===== src/rtl/rsp_pkg.sv =====
package rsp_pkg;

  // Life cycle of one reservation station.
  typedef enum logic [1:0] {
    ST_FREE = 2'd0,
    ST_WAIT = 2'd1,
    ST_EXEC = 2'd2
  } st_state_e;

endpackage


===== src/rtl/rsp_pick.sv =====
// Lowest-index one-hot picker.
module rsp_pick #(
  parameter int N = 3
) (
  input  logic [N-1:0] req,
  output logic [N-1:0] gnt,
  output logic         any
);
  logic [N:0] seen;

  assign seen[0] = 1'b0;

  for (genvar i = 0; i < N; i++) begin : g_chain
    assign gnt[i]    = req[i] & ~seen[i];
    assign seen[i+1] = seen[i] | req[i];
  end

  assign any = seen[N];
endmodule


===== src/rtl/rsp_operand.sv =====
// One operand slot: a value plus the tag of its producer (0 = present).
module rsp_operand #(
  parameter int DATA_W = 32,
  parameter int TAG_W  = 4
) (
  input  logic              clk,
  input  logic              rst_n,
  input  logic              load,
  input  logic [DATA_W-1:0] in_v,
  input  logic [TAG_W-1:0]  in_q,
  input  logic              cdb_valid,
  input  logic [TAG_W-1:0]  cdb_tag,
  input  logic [DATA_W-1:0] cdb_data,
  output logic [DATA_W-1:0] val,
  output logic [TAG_W-1:0]  tag
);
  logic in_hit;
  logic snoop_hit;

  assign in_hit    = cdb_valid && (in_q != '0) && (cdb_tag == in_q);
  assign snoop_hit = cdb_valid && (tag  != '0) && (cdb_tag == tag);

  always_ff @(posedge clk) begin
    if (!rst_n) begin
      val <= '0;
      tag <= '0;
    end else if (load) begin
      val <= in_hit ? cdb_data : in_v;
      tag <= in_hit ? '0 : in_q;
    end else if (snoop_hit) begin
      val <= cdb_data;
      tag <= '0;
    end
  end
endmodule


===== src/rtl/rsp_station.sv =====
// One reservation station: op, two operand slots and a state.
module rsp_station
  import rsp_pkg::*;
#(
  parameter int             DATA_W = 32,
  parameter int             TAG_W  = 4,
  parameter int             OP_W   = 4,
  parameter logic [TAG_W-1:0] MY_TAG = 1
) (
  input  logic              clk,
  input  logic              rst_n,
  input  logic              alloc,
  input  logic [OP_W-1:0]   iss_op,
  input  logic [DATA_W-1:0] iss_vj,
  input  logic [TAG_W-1:0]  iss_qj,
  input  logic [DATA_W-1:0] iss_vk,
  input  logic [TAG_W-1:0]  iss_qk,
  input  logic              cdb_valid,
  input  logic [TAG_W-1:0]  cdb_tag,
  input  logic [DATA_W-1:0] cdb_data,
  input  logic              launch,
  output st_state_e         state,
  output logic              ready,
  output logic [OP_W-1:0]   op,
  output logic [DATA_W-1:0] vj,
  output logic [DATA_W-1:0] vk
);
  logic [TAG_W-1:0] qj;
  logic [TAG_W-1:0] qk;
  logic             own_bcast;

  rsp_operand #(.DATA_W(DATA_W), .TAG_W(TAG_W)) u_opj (
    .clk(clk), .rst_n(rst_n), .load(alloc), .in_v(iss_vj), .in_q(iss_qj),
    .cdb_valid(cdb_valid), .cdb_tag(cdb_tag), .cdb_data(cdb_data),
    .val(vj), .tag(qj)
  );

  rsp_operand #(.DATA_W(DATA_W), .TAG_W(TAG_W)) u_opk (
    .clk(clk), .rst_n(rst_n), .load(alloc), .in_v(iss_vk), .in_q(iss_qk),
    .cdb_valid(cdb_valid), .cdb_tag(cdb_tag), .cdb_data(cdb_data),
    .val(vk), .tag(qk)
  );

  assign own_bcast = cdb_valid && (cdb_tag == MY_TAG);
  assign ready     = (state == ST_WAIT) && (qj == '0) && (qk == '0);

  always_ff @(posedge clk) begin
    if (!rst_n) begin
      state <= ST_FREE;
      op    <= '0;
    end else begin
      case (state)
        ST_FREE: if (alloc) begin
          state <= ST_WAIT;
          op    <= iss_op;
        end
        ST_WAIT: if (launch) state <= ST_EXEC;
        ST_EXEC: if (own_bcast) state <= ST_FREE;
        default: state <= ST_FREE;
      endcase
    end
  end
endmodule


===== src/rtl/rsp_pool.sv =====
module rsp_pool
  import rsp_pkg::*;
#(
  parameter int NUM_ST   = 3,
  parameter int DATA_W   = 32,
  parameter int TAG_W    = 4,
  parameter int OP_W     = 4,
  parameter int TAG_BASE = 1
) (
  input  logic              clk,
  input  logic              rst_n,
  input  logic              issue_valid,
  output logic              issue_ready,
  output logic [TAG_W-1:0]  issue_tag,
  input  logic [OP_W-1:0]   issue_op,
  input  logic [DATA_W-1:0] issue_vj,
  input  logic [TAG_W-1:0]  issue_qj,
  input  logic [DATA_W-1:0] issue_vk,
  input  logic [TAG_W-1:0]  issue_qk,
  output logic              disp_valid,
  input  logic              disp_ready,
  output logic [OP_W-1:0]   disp_op,
  output logic [DATA_W-1:0] disp_a,
  output logic [DATA_W-1:0] disp_b,
  output logic [TAG_W-1:0]  disp_tag,
  input  logic              cdb_valid,
  input  logic [TAG_W-1:0]  cdb_tag,
  input  logic [DATA_W-1:0] cdb_data
);
  localparam int TAG_LAST = TAG_BASE + NUM_ST - 1;

  logic [NUM_ST-1:0] busy_vec;
  logic [NUM_ST-1:0] exec_vec;
  logic [NUM_ST-1:0] rdy_vec;
  logic [NUM_ST-1:0] free_gnt;
  logic [NUM_ST-1:0] rdy_gnt;
  logic [NUM_ST-1:0] alloc_vec;
  logic [NUM_ST-1:0] sel_vec;
  logic [NUM_ST-1:0] hold_vec_q;
  logic [NUM_ST-1:0] launch_vec;
  logic              any_free;
  logic              any_rdy;

  st_state_e         st_state [NUM_ST];
  logic [OP_W-1:0]   op_arr   [NUM_ST];
  logic [DATA_W-1:0] vj_arr   [NUM_ST];
  logic [DATA_W-1:0] vk_arr   [NUM_ST];

  rsp_pick #(.N(NUM_ST)) u_free_pick (.req(~busy_vec), .gnt(free_gnt), .any(any_free));
  rsp_pick #(.N(NUM_ST)) u_rdy_pick  (.req(rdy_vec),   .gnt(rdy_gnt),  .any(any_rdy));

  assign issue_ready = any_free;
  assign alloc_vec   = free_gnt & {NUM_ST{issue_valid}};

  // An offer not taken is pinned until accepted.
  assign sel_vec    = (|hold_vec_q) ? hold_vec_q : rdy_gnt;
  assign disp_valid = |sel_vec;
  assign launch_vec = sel_vec & {NUM_ST{disp_ready}};

  always_ff @(posedge clk) begin
    if (!rst_n) hold_vec_q <= '0;
    else        hold_vec_q <= disp_ready ? '0 : sel_vec;
  end

  for (genvar i = 0; i < NUM_ST; i++) begin : g_st
    localparam logic [TAG_W-1:0] ST_TAG = TAG_W'(TAG_BASE + i);

    rsp_station #(
      .DATA_W(DATA_W), .TAG_W(TAG_W), .OP_W(OP_W), .MY_TAG(ST_TAG)
    ) u_st (
      .clk(clk), .rst_n(rst_n), .alloc(alloc_vec[i]),
      .iss_op(issue_op), .iss_vj(issue_vj), .iss_qj(issue_qj),
      .iss_vk(issue_vk), .iss_qk(issue_qk),
      .cdb_valid(cdb_valid), .cdb_tag(cdb_tag), .cdb_data(cdb_data),
      .launch(launch_vec[i]), .state(st_state[i]), .ready(rdy_vec[i]),
      .op(op_arr[i]), .vj(vj_arr[i]), .vk(vk_arr[i])
    );

    assign busy_vec[i] = (st_state[i] != ST_FREE);
    assign exec_vec[i] = (st_state[i] == ST_EXEC);
  end

  always_comb begin
    issue_tag = '0;
    disp_op   = '0;
    disp_a    = '0;
    disp_b    = '0;
    disp_tag  = '0;
    for (int i = 0; i < NUM_ST; i++) begin
      if (free_gnt[i]) issue_tag = TAG_W'(TAG_BASE + i);
      if (sel_vec[i]) begin
        disp_op  = disp_op | op_arr[i];
        disp_a   = disp_a  | vj_arr[i];
        disp_b   = disp_b  | vk_arr[i];
        disp_tag = disp_tag | TAG_W'(TAG_BASE + i);
      end
    end
  end

  // Elaboration-time guard on the tag space.
  initial begin
    if (TAG_BASE < 1 || TAG_LAST >= (1 << TAG_W))
      $error("rsp_pool: station tags do not fit TAG_W");
  end
endmodule


===== config.mk =====
export PLATFORM = sky130hd
export DESIGN_NAME = rsp_pool
export DESIGN_NICKNAME = d
export VERILOG_FILES = /design/src/rtl/rsp_pkg.sv /design/src/rtl/rsp_pick.sv /design/src/rtl/rsp_operand.sv /design/src/rtl/rsp_station.sv /design/src/rtl/rsp_pool.sv
export SDC_FILE = /design/constraint.sdc
export NUM_CORES = 1
export LEC_CHECK = 0
export ABC_AREA = 1
export BUFFER_PORTS_ARGS = -buffer_cell sky130_fd_sc_hd__buf_2
export CAP_MARGIN = 10
export CORE_UTILIZATION = 29
export CTS_CLUSTER_DIAMETER = 80
export DETAILED_ROUTE_END_ITERATION = 6
export HOLD_SLACK_MARGIN = 0.02
export MAX_ROUTING_LAYER = met4
export PLACE_DENSITY = 0.44
export SETUP_SLACK_MARGIN = 0.5
export SLEW_MARGIN = 20
export SYNTH_ARGS = -nofsm -noshare
export SYNTH_HDL_FRONTEND = slang
export SYNTH_SLANG_ARGS = --single-unit

===== constraint.sdc =====
create_clock -name clk -period 2.1 [get_ports clk]
set_clock_uncertainty 0.1 [all_clocks]
set_input_delay 0.42 -clock clk [delete_from_list [all_inputs] [get_ports clk]]
set_output_delay 0.42 -clock clk [all_outputs]
set_load 0.02 [all_outputs]

* Word level (Yosys, flattened, before mapping)
Cells that the tools add are included. Widths: inputs -> output; s select.
Word-level totals: register bits after elaboration 237, latch bits 0, RAM bits 0, bits in read-only memories 0, input bits 117, output and inout port bits 78, word-level logic and storage cells 182, memories 0
Cells by class: $add $sub $neg 0, $mul 0, divide/modulo/power cells 0, magnitude comparators 0, eq/ne operators 26, shift operators 0, mux-type cells 56, bitwise logic cells 21, reduce and logical (&&, ||, !) cells 60
Operators with widths (number):
- $mux 32 | 20
- $or 32x32->32 | 4
- $mux 4 | 18
- $eq 4x4->1 | 8
- $reduce_bool 4->1 | 8
- $logic_and 1x1->1 | 25
- $logic_not 4->1 | 6
- $mux 2 | 12
- $pmux 2 s3 | 3
- $reduce_bool 2->1 | 9
- $ne 2x2->1 const B | 6
- $reduce_and 3->1 | 3
- $eq 4x2->1 const B | 2
- $or 4x4->4 | 2
- $and 3x3->3 | 2
- $eq 2x1->1 const B | 3
- $eq 2x2->1 const B | 3
- $logic_not 2->1 | 3
- $ne 2x1->1 const B | 3
- $reduce_and 2->1 | 3
- $reduce_or 3->1 | 2
- $not 1->1 | 5
- $and 1x1->1 | 4
- $eq 4x1->1 const B | 1
- other kinds (5) | 8

* Depth between registers and ports, before layout
word-level depth 12, gate-level depth with buffers 13, depth with buffers taken out 11

* Modules after synthesis
From an unflattened synthesis, not the netlist that was laid out.
Second synthesis, totals: cell total of the unflattened synthesis 2533, area, all modules 15607.5 um2
Modules (own cells, without submodules):
- rsp_operand | instances 6, cells an instance 343, area each 2205.9 um2, seq. area each 720.7 um2
- rsp_pool | instances 1, cells an instance 339, area each 1496.4 um2, seq. area each 60.1 um2
- rsp_station | instances 3, cells an instance 40, area each 265.3 um2, seq. area each 120.1 um2
- rsp_pick | instances 2, cells an instance 8, area each 40.0 um2, seq. area each 0.0 um2

* Least setup slack after synthesis
OpenSTA, ideal clock, no wires.
path kind register to output, start register g_st[1].u_st.state[0], end output port disp_a[0], data arrival time 1.526 ns, required time 1.580 ns, slack 0.054 ns, cell stages (with the launch flop) 12, buffers on the path 1, cells stage by stage dfxtp_1 > inv_1 > nor2_1 > nand3_1 > nor2_1 > nand2_1 > nand2_1 > nand2_1 > inv_2 > buf_2 > nand2_1 > nand3_1
On the way: word-level cells in the longest chain between the ends 8, elaborated cells between the ends (all ways) 11, those cells by class 1 x eq/ne; 3 x mux; 5 x bitwise; 2 x reduce/logical
Ends and longest elaborated chain:
- from (decl) | RTL line rsp_station.sv:22 | output st_state_e state,
- from (signal assigned) | RTL line rsp_station.sv:49 | state <= ST_FREE;
- from (signal assigned) | RTL line rsp_station.sv:54 | state <= ST_WAIT;
- from (signal assigned) | RTL line rsp_station.sv:57 | ST_WAIT: if (launch) state <= ST_EXEC;
- $eq 2x1->1 (*) | RTL line rsp_station.sv:45 | assign ready = (state == ST_WAIT) && (qj == '0) && (qk == '0);
- $logic_and 1x1->1 (*) (2 in a row) | RTL line rsp_station.sv:45
- $and 1x1->1 / $or 1x1->1 (equally long branches) | RTL line rsp_pick.sv:14, rsp_pick.sv:15
- $mux 3 (*) | RTL line rsp_pool.sv:56 | assign sel_vec = (|hold_vec_q) ? hold_vec_q : rdy_gnt;
- $mux 32 / $and 1x1->1 (equally long branches) | RTL line rsp_pool.sv:91, rsp_pick.sv:14
- $or 32x32->32 / $mux 3 (equally long branches) | RTL line rsp_pool.sv:93, rsp_pool.sv:56
- $mux 32 (*) | RTL line rsp_pool.sv:91 | if (sel_vec[i]) begin
- to (decl) | RTL line rsp_pool.sv:23 | output logic [DATA_W-1:0] disp_a,
Mark *: on every way between the ends. The rest lies on a longest branch, timed or not.

* Worst setup path after layout
start register g_st[1].u_st.u_opk.tag[0], end output port disp_a[9]
On the way: word-level cells in the longest chain between the ends 7, elaborated cells between the ends (all ways) 10, those cells by class 3 x mux; 5 x bitwise; 2 x reduce/logical
Ends and longest elaborated chain:
- from (decl) | RTL line rsp_operand.sv:15 | output logic [TAG_W-1:0] tag
- from (signal assigned) | RTL line rsp_operand.sv:29 | tag <= in_hit ? '0 : in_q;
- $logic_not 4->1 (*) | RTL line rsp_station.sv:45
- $logic_and 1x1->1 (*) | RTL line rsp_station.sv:45
- $and 1x1->1 / $or 1x1->1 (equally long branches) | RTL line rsp_pick.sv:14, rsp_pick.sv:15
- $mux 3 (*) | RTL line rsp_pool.sv:56
- $mux 32 / $and 1x1->1 (equally long branches) | RTL line rsp_pool.sv:91, rsp_pick.sv:14
- $or 32x32->32 / $mux 3 (equally long branches) | RTL line rsp_pool.sv:93, rsp_pool.sv:56
- $mux 32 (*) | RTL line rsp_pool.sv:91
Marked as above.

==> results.json <==
{
  "status": "finished, violations left",
  "failed_checks": "negative setup slack",
  "maxSlewViolCount": 0,
  "leakagePower_nw": 10.5,
  "core.rowCount": 82,
  "route.detailed.drc": 0,
  "num_vias": 18200,
  "endpoint_kind": "primary output",
  "r2r_setup_slack_ns": -0.05,
  "synth_edf_count": 0,
  "cts-buffers-inserted": 31,
  "core_area_um2": 50400,
  "area_growth_syn_to_layout_pct": 53.7,
  "clock_path_buffers": 3,
  "r2r-end": "g_st[1].u_st.u_opk.val[11]",
  "instances_no_fill": 3465,
  "postSynthRegisterBits": 237,
  "routed_wl_um": 72800,
  "ff2ff_path_depth": 15,
  "antenna_cells": 0,
  "clkTransAtPathRegs_ns": 0.06,
  "grt_max_degree": 64,
  "yosysMostFrequentCell": "nand2_1",
  "synth_area_um2": 14900,
  "dpl.hpwl_um": 46900,
  "cp-startpoint": "g_st[1].u_st.u_opk.tag[0]",
  "hp-class": "in -> reg",
  "grt_pass1_vias": 17600,
  "period_share_pct": 130,
  "required_ns": 1.58,
  "worstHoldStart": "issue_qk[1]",
  "gr-usage-all-layers_pct": 27.0,
  "maxCapViolCount": 0,
  "rsz0062_at_grt": "true",
  "grt-ovfl-total": 0,
  "die-height_um": 229,
  "gp_congestion": 0.862,
  "critPathLaunchType": "flop",
  "ios": 195,
  "drive_gt1_share_pct": 34.2,
  "cts_tree": "done",
  "holdPathEnd": "g_st[2].u_st.u_opk.tag[1]",
  "synthSimpleGateAreaFrac_pct": 40.4,
  "tns_ns": -41.47,
  "async_reset_ff_share_pct": 0,
  "die_area_um2": 52300,
  "synth-xor-area-share_pct": 0.353,
  "synth_common_cells": "nand2_1, nand3_1, inv_1",
  "ant_nets": 0,
  "synth_compound_area_share_pct": 11.2,
  "drtIter0Drc": 1510,
  "htreeDepth": 1,
  "powerDensity_nw_per_um2": 665,
  "crit_fanout": 8,
  "routed_via_density": 5.24,
  "clk_latency_ns": 0.58,
  "grt_pass1_wl_um": 107000,
  "antenna_found_initial": 0,
  "yosys.area_share.adder_pct": 0,
  "dr.pass1.iters": 6,
  "synth_top_family_by_area": "simple AND/OR/NAND/NOR gates",
  "dp_cells": 3357,
  "final_area_um2": 22900,
  "ys_top_cells_by_area": "dfxtp_1, nand3_1, nand2_1",
  "min_path_cells": 3,
  "layout_min_cycle_time_ns": 2.73,
  "post-place-ws_ns": -0.140,
  "start_util_pct": 29.6,
  "r2r_start": "g_st[1].u_st.state[0]",
  "die_w_um": 229,
  "setup_slack_ns": -0.633,
  "hold_slack_ns": 0.0731,
  "synthMuxAreaShare_pct": 0,
  "cp.arrival_ns": 2.21,
  "placed_cell_area_um2": 19400,
  "hold_viol": 0,
  "fin_nets": 2885,
  "ys_warn_count": 0,
  "yosysUniqueCellTypes": 30,
  "peakVddDrop_mv": 0.641,
  "cts_sinks": 237,
  "wl_per_cell_um": 21.0,
  "netlist_instances": 2513,
  "avgSynthCellArea_um2": 5.93,
  "synth_top_area_share_pct": 31.9,
  "worstSetupPathType": "reg -> out",
  "synth_area_leader_cell": "dfxtp_1",
  "fmax_ghz": 0.366,
  "power.total_mw": 15.2,
  "port_buffers": 190,
  "yosysSeqAreaShare_pct": 31.9,
  "setup_viol": 96,
  "final_util_pct": 45.5,
  "cts_root_buf": "clkbuf_16",
  "ys.flop_type": "dfxtp_1"
}
-- logic make-up after synthesis --
| kind of cell | after synthesis |
|---|---|
| simple gates | 1349 |
| other cells | 1 |
| flops | 237 |
| compound gates | 328 |
| buf+inv | 592 |
| xor+xnor | 6 |
-- timing repair --
item                                   in CTS  in global routing
gates resized for setup                   298                206
endpoints found under the hold margin       7                  0
setup endpoints to repair                 303                308
cloned                                      3                 16
hold buffers                                4                  0
pin swaps                                  10                 42
buffers inserted                           12                 15
-- final cells by class --
type                       instances  area [um^2]
fill                            5151        27500
multi-input combinational       1687        10300
sequential                       237         4770
timing repair buffer             399         4310
inverter                         410         1610
clock buffer                      42          897
tap                              672          841
clock inverter                    16          164
timing repair inverter             2         46.3
-- report_power, final --
| group | internal [mW] | total, mW | switching [mW] |
|---|---|---|---|
| Sequential | 4.77 | 4.95 | 0.185 |
| Clock | 3.34 | 5.64 | 2.29 |
| Combinational | 1.86 | 4.64 | 2.78 |
-- registers in the layout, summed over array words and instances (netlist names) --
name	count
g_st.u_st.u_opj.val	96
g_st.u_st.u_opk.val	96
g_st.u_st.op	12
g_st.u_st.u_opj.tag	12
g_st.u_st.u_opk.tag	12
g_st.u_st.state	6
hold_vec_q	3
-- worst max-delay path, cell delays in order (launching register included) --
cell,delay [ns]
dfxtp_2,0.32
inv_2,0.06
nand2_2,0.06
nor2_4,0.14
inv_1,0.05
nor2_1,0.09
nand2_1,0.07
nand2_2,0.09
nand2_4,0.08
inv_12,0.14
buf_12,0.17
buf_12,0.13
nand2_4,0.05
nand3_4,0.05
buf_6,0.11
-- cells in the final DEF (no fill, tap or decap), types with 5 or more instances in the layout --
cell,netlist,routed
a21oi_1,227,212
a21oi_2,1,15
buf_12,0,67
buf_16,0,8
buf_2,60,116
buf_4,18,98
buf_6,5,89
clkbuf_16,0,44
clkbuf_8,0,8
clkinv_1,7,5
clkinv_2,0,11
dfxtp_1,237,217
dfxtp_2,0,20
inv_1,393,367
inv_2,10,28
nand2_1,589,396
nand2_2,0,87
nand2_4,0,106
nand3_1,528,338
nand3_2,3,157
nand3_4,1,37
nand4_1,97,97
nor2_1,126,95
nor2_2,2,17
nor2_4,1,17
o21ai_0,87,56
o21ai_1,5,34
-- metal layers --
layer,part of all wire [%],vias to the layer above,global-route usage [%]
met5,0,-,-
met4,3.0,0,9.29
met3,5.1,139,2.50
met2,47,689,44.0
met1,45,8679,34.7
li1,-,8658,-
-- worst max path at each step --
stage          cells past startpoint          to
6_report                          14   disp_a[9]
2_1_floorplan                     12  disp_a[11]
3_5_place_dp                      11  disp_b[19]
3_3_place_gp                      11  disp_b[19]
5_1_grt                           14   disp_a[9]
4_1_cts                           13  disp_b[26]
(Power assumes the default switching activity.)
